==> config.mk <==
export PLATFORM = sky130hd
export DESIGN_NAME = synth_freq_encoder
export DESIGN_NICKNAME = d
export VERILOG_FILES = /design/src/rtl/sfe_pkg.sv /design/src/rtl/sfe_divider.sv /design/src/rtl/sfe_octave_step.sv /design/src/rtl/sfe_word_pack.sv /design/src/rtl/synth_freq_encoder.sv
export SDC_FILE = /design/constraint.sdc
export NUM_CORES = 1
export LEC_CHECK = 0
export BUFFER_PORTS_ARGS = -buffer_cell sky130_fd_sc_hd__buf_4
export CORE_MARGIN = 2
export CORE_UTILIZATION = 50
export DETAILED_ROUTE_END_ITERATION = 10
export PLACE_DENSITY = 0.74
export RECOVER_POWER = 50
export SETUP_SLACK_MARGIN = 0.2
export SKIP_LAST_GASP = 1
export SYNTH_ARGS = -nofsm -noshare
export SYNTH_HDL_FRONTEND = slang
export SYNTH_SLANG_ARGS = --single-unit
==> constraint.sdc <==
create_clock -name clk -period 13.7 [get_ports clk]
set_input_delay 0.685 -clock clk [delete_from_list [all_inputs] [get_ports clk]]
set_output_delay 0.685 -clock clk [all_outputs]
set_load 0.1 [all_outputs]
==> src/rtl/sfe_pkg.sv <==
`timescale 1ns/1ps
// Package: shared constants and FSM state type for the frequency word encoder.
// Assumes a 32-bit datapath wide enough for 100e6 and for f*46000 with f < 16000.
package sfe_pkg;
    localparam int DIV_W      = 32;
    localparam int PERIOD_NUM = 100_000_000;
    localparam int F_MAX      = 15938;
    localparam int F_MIN      = 1000;
    localparam int F_OCT      = 8000;
    localparam int REF_MUL    = 46;
    localparam int REF_DEN    = 1432;
    localparam int SCALE      = 1000;
    localparam int ROUND_ADD  = SCALE / 2;
    localparam int N_OFFSET   = 257;
    localparam int LOW_W      = 9;
    localparam int RATIO_W    = 4;
    localparam int CODE_W     = $clog2(RATIO_W);
    localparam int STOP_W     = 2;
    localparam int WORD_W     = STOP_W + CODE_W + LOW_W;

    typedef enum logic [2:0] {
        ST_IDLE,
        ST_FDIV,
        ST_RANGE,
        ST_NORM,
        ST_SDIV,
        ST_RDIV
    } sfe_state_t;
endpackage

==> src/rtl/sfe_divider.sv <==
`timescale 1ns/1ps
// Module: restoring unsigned divider, one quotient bit per cycle.
// Assumes start_i is only raised when idle; done_o pulses W cycles after the
// load edge. A zero divisor yields an all-ones quotient.
module sfe_divider #(
    parameter int W = 32
) (
    input  logic         clk,
    input  logic         rst_n,
    input  logic         start_i,
    input  logic [W-1:0] num_i,
    input  logic [W-1:0] den_i,
    output logic [W-1:0] quo_o,
    output logic         done_o
);
    localparam int CNT_W = $clog2(W + 1);

    logic [W-1:0]     rem_q;
    logic [W-1:0]     quo_q;
    logic [W-1:0]     den_q;
    logic [CNT_W-1:0] cnt_q;
    logic             done_q;
    logic [W:0]       shifted;
    logic [W:0]       trial;

    // Trial subtraction of the divisor from the shifted partial remainder.
    always_comb begin
        shifted = {rem_q, quo_q[W-1]};
        trial   = shifted - {1'b0, den_q};
    end

    // Load operands, then iterate W restoring steps and pulse done.
    always_ff @(posedge clk) begin
        if (!rst_n) begin
            rem_q  <= '0;
            quo_q  <= '0;
            den_q  <= '0;
            cnt_q  <= '0;
            done_q <= 1'b0;
        end else if (start_i) begin
            rem_q  <= '0;
            quo_q  <= num_i;
            den_q  <= den_i;
            cnt_q  <= CNT_W'(W);
            done_q <= 1'b0;
        end else if (cnt_q != '0) begin
            if (!trial[W]) begin
                rem_q <= trial[W-1:0];
                quo_q <= {quo_q[W-2:0], 1'b1};
            end else begin
                rem_q <= shifted[W-1:0];
                quo_q <= {quo_q[W-2:0], 1'b0};
            end
            cnt_q  <= cnt_q - CNT_W'(1);
            done_q <= (cnt_q == CNT_W'(1));
        end else begin
            done_q <= 1'b0;
        end
    end

    assign quo_o  = quo_q;
    assign done_o = done_q;
endmodule

==> src/rtl/sfe_octave_step.sv <==
`timescale 1ns/1ps
// Module: one octave-normalisation step. Reports whether the frequency is
// still below the octave floor and gives the doubled frequency and ratio.
// Assumes the ratio is one-hot and the frequency leaves headroom for a shift.
module sfe_octave_step
    import sfe_pkg::*;
(
    input  logic [DIV_W-1:0]   freq_i,
    input  logic [RATIO_W-1:0] ratio_i,
    output logic               need_dbl_o,
    output logic [DIV_W-1:0]   freq_next_o,
    output logic [RATIO_W-1:0] ratio_next_o
);
    // Compare against the octave floor and form the doubled values.
    always_comb begin
        need_dbl_o   = (freq_i < DIV_W'(F_OCT));
        freq_next_o  = freq_i << 1;
        ratio_next_o = ratio_i << 1;
    end
endmodule

==> src/rtl/sfe_word_pack.sv <==
`timescale 1ns/1ps
// Module: assembles the programming word from the low field, the post-divide
// code (highest code for ratio 1, zero for the largest ratio) and stop bits.
// Assumes ratio_i is one-hot.
module sfe_word_pack
    import sfe_pkg::*;
(
    input  logic [LOW_W-1:0]   low_i,
    input  logic [RATIO_W-1:0] ratio_i,
    output logic [WORD_W-1:0]  word_o
);
    logic [CODE_W-1:0] code;

    // Map the one-hot ratio bit position onto its inverted code.
    always_comb begin
        code = '0;
        for (int i = 0; i < RATIO_W; i++) begin
            if (ratio_i[i]) code = CODE_W'(RATIO_W - 1 - i);
        end
    end

    // Concatenate stop pattern, divider code and low field.
    always_comb begin
        word_o = {{STOP_W{1'b1}}, code, low_i};
    end
endmodule

==> src/rtl/synth_freq_encoder.sv <==
`timescale 1ns/1ps
// Module: period-to-programming-word encoder for a post-divided synthesizer.
// Sequences three passes through one shared divider: frequency, scaled
// value, rounded value. Assumes start_i is a single-cycle pulse; starts while
// busy are dropped. Outputs hold until the next done pulse; an error leaves
// word and ratio untouched.
module synth_freq_encoder
    import sfe_pkg::*;
(
    input  logic                clk,
    input  logic                rst_n,
    input  logic                start_i,
    input  logic [DIV_W-1:0]    period_ps_i,
    output logic [WORD_W-1:0]   word_o,
    output logic [RATIO_W-1:0]  post_div_o,
    output logic                done_o,
    output logic                err_o
);
    sfe_state_t         state_q;
    logic [DIV_W-1:0]   freq_q;
    logic [RATIO_W-1:0] ratio_q;

    logic               div_start;
    logic [DIV_W-1:0]   div_num;
    logic [DIV_W-1:0]   div_den;
    logic [DIV_W-1:0]   div_quo;
    logic               div_done;

    logic               need_dbl;
    logic [DIV_W-1:0]   freq_next;
    logic [RATIO_W-1:0] ratio_next;
    logic               freq_bad;
    logic [LOW_W-1:0]   low_field;
    logic [WORD_W-1:0]  packed_word;

    sfe_divider #(.W(DIV_W)) div_i (
        .clk     (clk),
        .rst_n   (rst_n),
        .start_i (div_start),
        .num_i   (div_num),
        .den_i   (div_den),
        .quo_o   (div_quo),
        .done_o  (div_done)
    );

    sfe_octave_step oct_i (
        .freq_i       (freq_q),
        .ratio_i      (ratio_q),
        .need_dbl_o   (need_dbl),
        .freq_next_o  (freq_next),
        .ratio_next_o (ratio_next)
    );

    sfe_word_pack pack_i (
        .low_i   (low_field),
        .ratio_i (ratio_q),
        .word_o  (packed_word)
    );

    // Range test on the captured frequency and offset removal on the last quotient.
    always_comb begin
        freq_bad  = (freq_q > DIV_W'(F_MAX)) || (freq_q < DIV_W'(F_MIN));
        low_field = div_quo[LOW_W-1:0] - LOW_W'(N_OFFSET);
    end

    // Choose divider operands and launch point for each pass.
    always_comb begin
        div_start = 1'b0;
        div_num   = DIV_W'(PERIOD_NUM);
        div_den   = period_ps_i;
        case (state_q)
            ST_IDLE: div_start = start_i;
            ST_NORM: begin
                if (!need_dbl) begin
                    div_start = 1'b1;
                    div_num   = freq_q * DIV_W'(REF_MUL * SCALE);
                    div_den   = DIV_W'(REF_DEN);
                end
            end
            ST_SDIV: begin
                if (div_done) begin
                    div_start = 1'b1;
                    div_num   = div_quo + DIV_W'(ROUND_ADD);
                    div_den   = DIV_W'(SCALE);
                end
            end
            default: ;
        endcase
    end

    // Conversion sequencer and result registers.
    always_ff @(posedge clk) begin
        if (!rst_n) begin
            state_q    <= ST_IDLE;
            freq_q     <= '0;
            ratio_q    <= '0;
            word_o     <= '0;
            post_div_o <= '0;
            done_o     <= 1'b0;
            err_o      <= 1'b0;
        end else begin
            done_o <= 1'b0;
            case (state_q)
                ST_IDLE: if (start_i) state_q <= ST_FDIV;
                ST_FDIV: begin
                    if (div_done) begin
                        freq_q  <= div_quo;
                        state_q <= ST_RANGE;
                    end
                end
                ST_RANGE: begin
                    if (freq_bad) begin
                        err_o   <= 1'b1;
                        done_o  <= 1'b1;
                        state_q <= ST_IDLE;
                    end else begin
                        ratio_q <= RATIO_W'(1);
                        state_q <= ST_NORM;
                    end
                end
                ST_NORM: begin
                    if (need_dbl) begin
                        freq_q  <= freq_next;
                        ratio_q <= ratio_next;
                    end else begin
                        state_q <= ST_SDIV;
                    end
                end
                ST_SDIV: if (div_done) state_q <= ST_RDIV;
                ST_RDIV: begin
                    if (div_done) begin
                        word_o     <= packed_word;
                        post_div_o <= ratio_q;
                        err_o      <= 1'b0;
                        done_o     <= 1'b1;
                        state_q    <= ST_IDLE;
                    end
                end
                default: state_q <= ST_IDLE;
            endcase
        end
    end
endmodule

Word-level counts from Yosys, hierarchy flattened
Index checks and enable logic that the tools add are counted.
{"block": "word_totals", "inputBits": 35, "regBits": 160, "elab_cells": 88}
{"block": "classes", "addsub": 4, "n_mux": 37, "bitwise_logic": 2, "reduce_logical": 14, "multipliers": 1, "magnitude_cmp": 3, "n_eq_ne": 14}
{"op": "32-bit 2-to-1 mux", "count": 9}
{"op": "32-bit one-hot mux with 2 select lines", "count": 3}
{"op": "33-bit by 32-bit subtractor with 33-bit output", "count": 1}
{"op": "32-bit by 9-bit adder with 32-bit output (second input constant)", "count": 1}
{"op": "32-bit by 14-bit greater-than comparator with 1-bit output (second input constant)", "count": 1}
{"op": "32-bit by 10-bit less-than comparator with 1-bit output (second input constant)", "count": 1}
{"op": "32-bit by 13-bit less-than comparator with 1-bit output (second input constant)", "count": 1}
{"op": "32-bit by 12-bit multiplier with 28-bit output (second input constant)", "count": 1}
{"op": "3-bit one-hot mux with 6 select lines", "count": 1}
{"op": "3-bit 2-to-1 mux", "count": 5}
{"op": "6-bit 2-to-1 mux", "count": 2}
{"op": "2-bit 2-to-1 mux", "count": 5}
{"op": "2-bit != test (second input constant)", "count": 5}
{"op": "3-bit AND reduction", "count": 3}
{"op": "9-bit subtractor (second input constant)", "count": 1}
{"op": "4-bit 2-to-1 mux", "count": 2}
{"op": "4-bit one-hot mux with 2 select lines", "count": 1}
{"op": "2-bit nonzero test", "count": 4}
{"op": "3-bit by 2-bit equality test with 1-bit output (second input constant)", "count": 2}
{"op": "3-bit equality test (second input constant)", "count": 2}
{"op": "6-bit by 1-bit equality test with 1-bit output (second input constant)", "count": 1}
{"op": "1-bit 2-to-1 mux", "count": 6}
{"op": "2-bit by 1-bit != test with 1-bit output (second input constant)", "count": 3}
{"op": "6-bit nonzero test", "count": 1}
{"op": "11 further kinds", "count": 13}

Longest topological paths before layout
{"block": "depth", "ltp_word": 4, "depth_mapped": 23, "depth_no_buf": 23}

By module
Synthesis repeated with hierarchy kept, for this count alone.
{"block": "unflattened", "cells_unflattened": 1923, "area_unflattened_um2": 16024.1}
{"module": "synth_freq_encoder", "area_each_um2": 9367.7, "cells_each": 1098, "instances": 1}
{"module": "sfe_divider", "area_each_um2": 6197.2, "cells_each": 760, "instances": 1}
{"module": "sfe_octave_step", "area_each_um2": 345.3, "cells_each": 48, "instances": 1}
{"module": "sfe_word_pack", "area_each_um2": 113.9, "cells_each": 17, "instances": 1}

Least setup slack after synthesis
No wires, ideal clock.
{"block": "synth_path", "kind": "register to register", "startpoint": "reg freq_q[6]", "endpoint": "reg div_i.quo_q[30], in the netlist div_i.quo_o[30]", "synth_period_minus_slack_ps": 5359, "arrival_ps": 5229, "path_buffers": 0, "setup_ps": 131, "required_ps": 13569, "setup_slack_ps": 8341, "stages_incl_launch_ff": 20, "path_cell_list": "dfxtp_1 > ha_1 > fa_1 > fa_1 > fa_1 > inv_1 > fa_1 > inv_1 > ha_1 > a21o_1 > a21oi_1 > nor2_1 > a211oi_1 > o21a_1 > nor3_1 > a2111oi_0 > o21bai_1 > a21oi_1 > xor2_1 > o31ai_1"}
{"block": "synth_between", "elab_chain_cells": 4, "elab_cells_between_ends": 8}
{"item": "from (decl)", "line": "synth_freq_encoder.sv:20", "source": "logic [DIV_W-1:0] freq_q;"}
{"item": "from (signal assigned)", "line": "synth_freq_encoder.sv:107", "source": "freq_q <= div_quo;"}
{"item": "from (signal assigned)", "line": "synth_freq_encoder.sv:123", "source": "freq_q <= freq_next;"}
{"item": "32-bit by 12-bit multiplier with 28-bit output or 32-bit by 13-bit less-than comparator with 1-bit output (tied branches)", "line": "synth_freq_encoder.sv:76, sfe_octave_step.sv:16"}
{"item": "32-bit 2-to-1 mux or 1-bit 2-to-1 mux (tied branches)", "line": "synth_freq_encoder.sv:74", "source": "if (!need_dbl) begin"}
{"item": "32-bit one-hot mux with 2 select lines or 1-bit one-hot mux with 3 select lines (tied branches)", "line": "synth_freq_encoder.sv:71", "source": "case (state_q)"}
{"item": "32-bit 2-to-1 mux or 2-bit nonzero test (tied branches)"}
{"item": "to (signal assigned)", "line": "sfe_divider.sv:42", "source": "quo_q <= num_i;"}
{"item": "to (signal assigned)", "line": "sfe_divider.sv:49", "source": "quo_q <= {quo_q[W-2:0], 1'b1};"}
{"item": "to (signal assigned)", "line": "sfe_divider.sv:52", "source": "quo_q <= {quo_q[W-2:0], 1'b0};"}
{"item": "to (decl)", "line": "sfe_divider.sv:19", "source": "logic [W-1:0] quo_q;"}
Several ways; a longest one is shown, not always the timed one.
A chain may end at the register's enable or synchronous reset.

Worst setup path after layout
Same ends and word-level chain as after synthesis.

==> results.cfg <==
[outcome]
outcome = complete, but fails checks
violations = capacitance limit, slew limit

[placement]
dpl.hpwl_mm = 28.0
gp_congestion = 0.921
dp.cells = 2125
port_buffers = 53

[synth]
synth_top_area_share = 0.219
synth_edf_count = 0
synthesis.nets = 2072
synth_warnings = 0
ys_types = 70
syn_avg_cell_area_um2 = 8.37
synth-async-reset-ratio = 0
synthTopCellsByCount = inv_1 (249), ha_1 (170), dfxtp_1 (160)
synth-seq-area-share = 0.219
ys_seq_elements = 160
synth_ff_type = dfxtp_1
synth_area_um2 = 14600
synth_top_cell_by_area = dfxtp_1
synthTopCellsByArea = dfxtp_1 (22%), fa_1 (16%), ha_1 (15%), inv_1 (6.4%), o21ai_0 (5.0%)
synthCells = 1749
yosysMostFrequentCell = inv_1

[clock_network]
postCtsSetupBuffers = 0
cts_max_level = 4
cts_sinks = 160
max-clock-path-buffers = 2
cts_inserted_buffers = 17
hold_buffers = 0
clock_latency_ps = 450
cts_resized = 0
tritoncts = built
clk_pin_slew_ps = 70
cts-root-buf = clkbuf_16

[global_route]
overflow = 0
grt_pass1_vias = 12000
grt_pass1_wl_mm = 61.3
grt_max_degree = 77
antenna_found_initial = 0
grt_usage = 0.248

[critical_path]
worstPathRequired_ps = 14000
worstPathArrival_ps = 6180
worstSetupStartpointType = register
worst-path-max-fanout = 12
worstSetupPathType = reg -> reg
critPathCaptureType = register

[detailed_routing]
vias_per_cell = 5.67
drtPass1Iterations = 5
drc = 0
antenna_left = 0
wl_per_cell_um = 17.3
first_iter_violations = 881
via_count = 12200
routed_wl_mm = 37.4

[layout]
final_core_util = 0.550
area_growth_pct = 7.99
fin_cells = 2156
antenna_cells = 0
multiInputGateArea_um2 = 10200
nNetsFinal = 2083
seq_area_um2 = 3200
nFillCells = 2625
drive_above_1_share = 0.0536

[die]
die_y_um = 175
core_region_area_um2 = 28800
die_w_um = 175
die_area_um2 = 30700
start_util = 0.509
row_count = 62
io_pins = 54

[power]
power.density_nw_per_um2 = 151
leakage_nw = 7.19
ir_drop_mv = 0.164

[timing]
layout_worst_path_cycle_share = 0.430
slew_headroom = -0.745
slew_violations = 63
fin_setup_tns_ps = 0
period_minus_slack_ps = 5890
hold_violations = 0
worst_pin_slew_ps = 2620
skew_ps = 15.1
rsz0062_at_grt = no
hold_slack_ps = 434
setup_viol = 0
fmax_ghz = 0.170

[run]
drv_cap = 1

[min_path]
hold_class = in -> reg
## routing by layer
layer / GRT usage / part of all wire / wire (um) / vias to the layer above
met5: 0 / 0 / 0 / -
met4: 0.0826 / 0.025 / 929 / 0
li1: - / - / - / 5928
met2: 0.408 / 0.47 / 17600 / 345
met1: 0.331 / 0.45 / 16700 / 5897
met3: 0.0418 / 0.056 / 2080 / 55
## worst max-delay path: stages, from the launching register on
cell	delay, ps
dfxtp_1	680
ha_1	360
fa_1	490
fa_1	520
fa_1	540
inv_1	60
fa_1	540
inv_1	40
ha_1	360
a21o_1	200
a21oi_1	150
nor2_1	60
a211oi_1	220
o21a_1	250
nor3_1	80
a2111oi_0	630
o21bai_1	120
a21oi_1	210
xor2_1	180
o31ai_1	80
## through the flow
step / power (W) / area [um^2] / setup WS (ps)
finish: 0.00238 / 15800 / 7810
global route: 0.00256 / 15800 / 7410
CTS: 0.00238 / 15900 / 7830
detailed placement: 0.00189 / 15300 / 7830
global placement: 0.00186 / 15300 / 7970
floorplan: 0.00162 / 14600 / 8340
## power breakdown
part / total (W) / internal [W] / switching (W)
registers: 0.000630 / 0.000537 / 0.0000926
clock network: 0.000484 / 0.000257 / 0.000227
logic: 0.00127 / 0.000514 / 0.000752
total: 0.00238 / 0.00131 / 0.00107
## worst paths after layout
kind / from / to / slack (ps) / cells past startpoint
setup / recovery: freq_q[6] / div_i.quo_o[30] / 7810 / 19
hold / removal: period_ps_i[19] / div_i.den_q[19] / 430 / 3
setup reg to reg: freq_q[6] / div_i.quo_o[30] / 7810 / 19
hold reg to reg: word_o[8] / word_o[8] / 460 / 2
## layout by cell type (no fill, tap or decap), drive strengths merged, types with 37 or more instances in the layout
| cell type | netlist | final |
|---|---|---|
| fa | 118 | 118 |
| dfxtp | 160 | 160 |
| o21ai | 154 | 154 |
| nor2 | 123 | 123 |
| buf | 6 | 43 |
| xnor2 | 53 | 53 |
| mux2i | 37 | 37 |
| inv | 249 | 257 |
| a21oi | 118 | 118 |
| nand2 | 154 | 154 |
| clkbuf | 68 | 40 |
| ha | 170 | 170 |
## layout make-up
type / count / share of cell area
Multi-Input combinational cell: 1266 / 0.646
Sequential cell: 160 / 0.202
Inverter: 249 / 0.0591
Tap cell: 384 / 0.0304
Clock buffer: 17 / 0.0269
Timing Repair Buffer: 66 / 0.0259
Clock inverter: 14 / 0.00949
## cells by family after synthesis
logic type | share of synthesized area
compound gates | 0.187
simple gates | 0.126
buf+inv | 0.0846
fa+ha+maj | 0.306
flops | 0.219
xor+xnor | 0.0479
mux | 0.0299
## sequential cells by signal, summed over array words and instances (netlist names)
| signal | count |
|---|---|
| post_div_o | 4 |
| div_i.quo_o | 32 |
| div_i.cnt_q | 6 |
| div_i.den_q | 32 |
| freq_q | 32 |
| div_i.done_o | 1 |
| ratio_q | 4 |
| word_o | 12 |
| div_i.rem_q | 32 |
| done_o | 1 |
| err_o | 1 |
| state_q | 3 |
No activity file was read; power rests on OpenSTA's default activity.
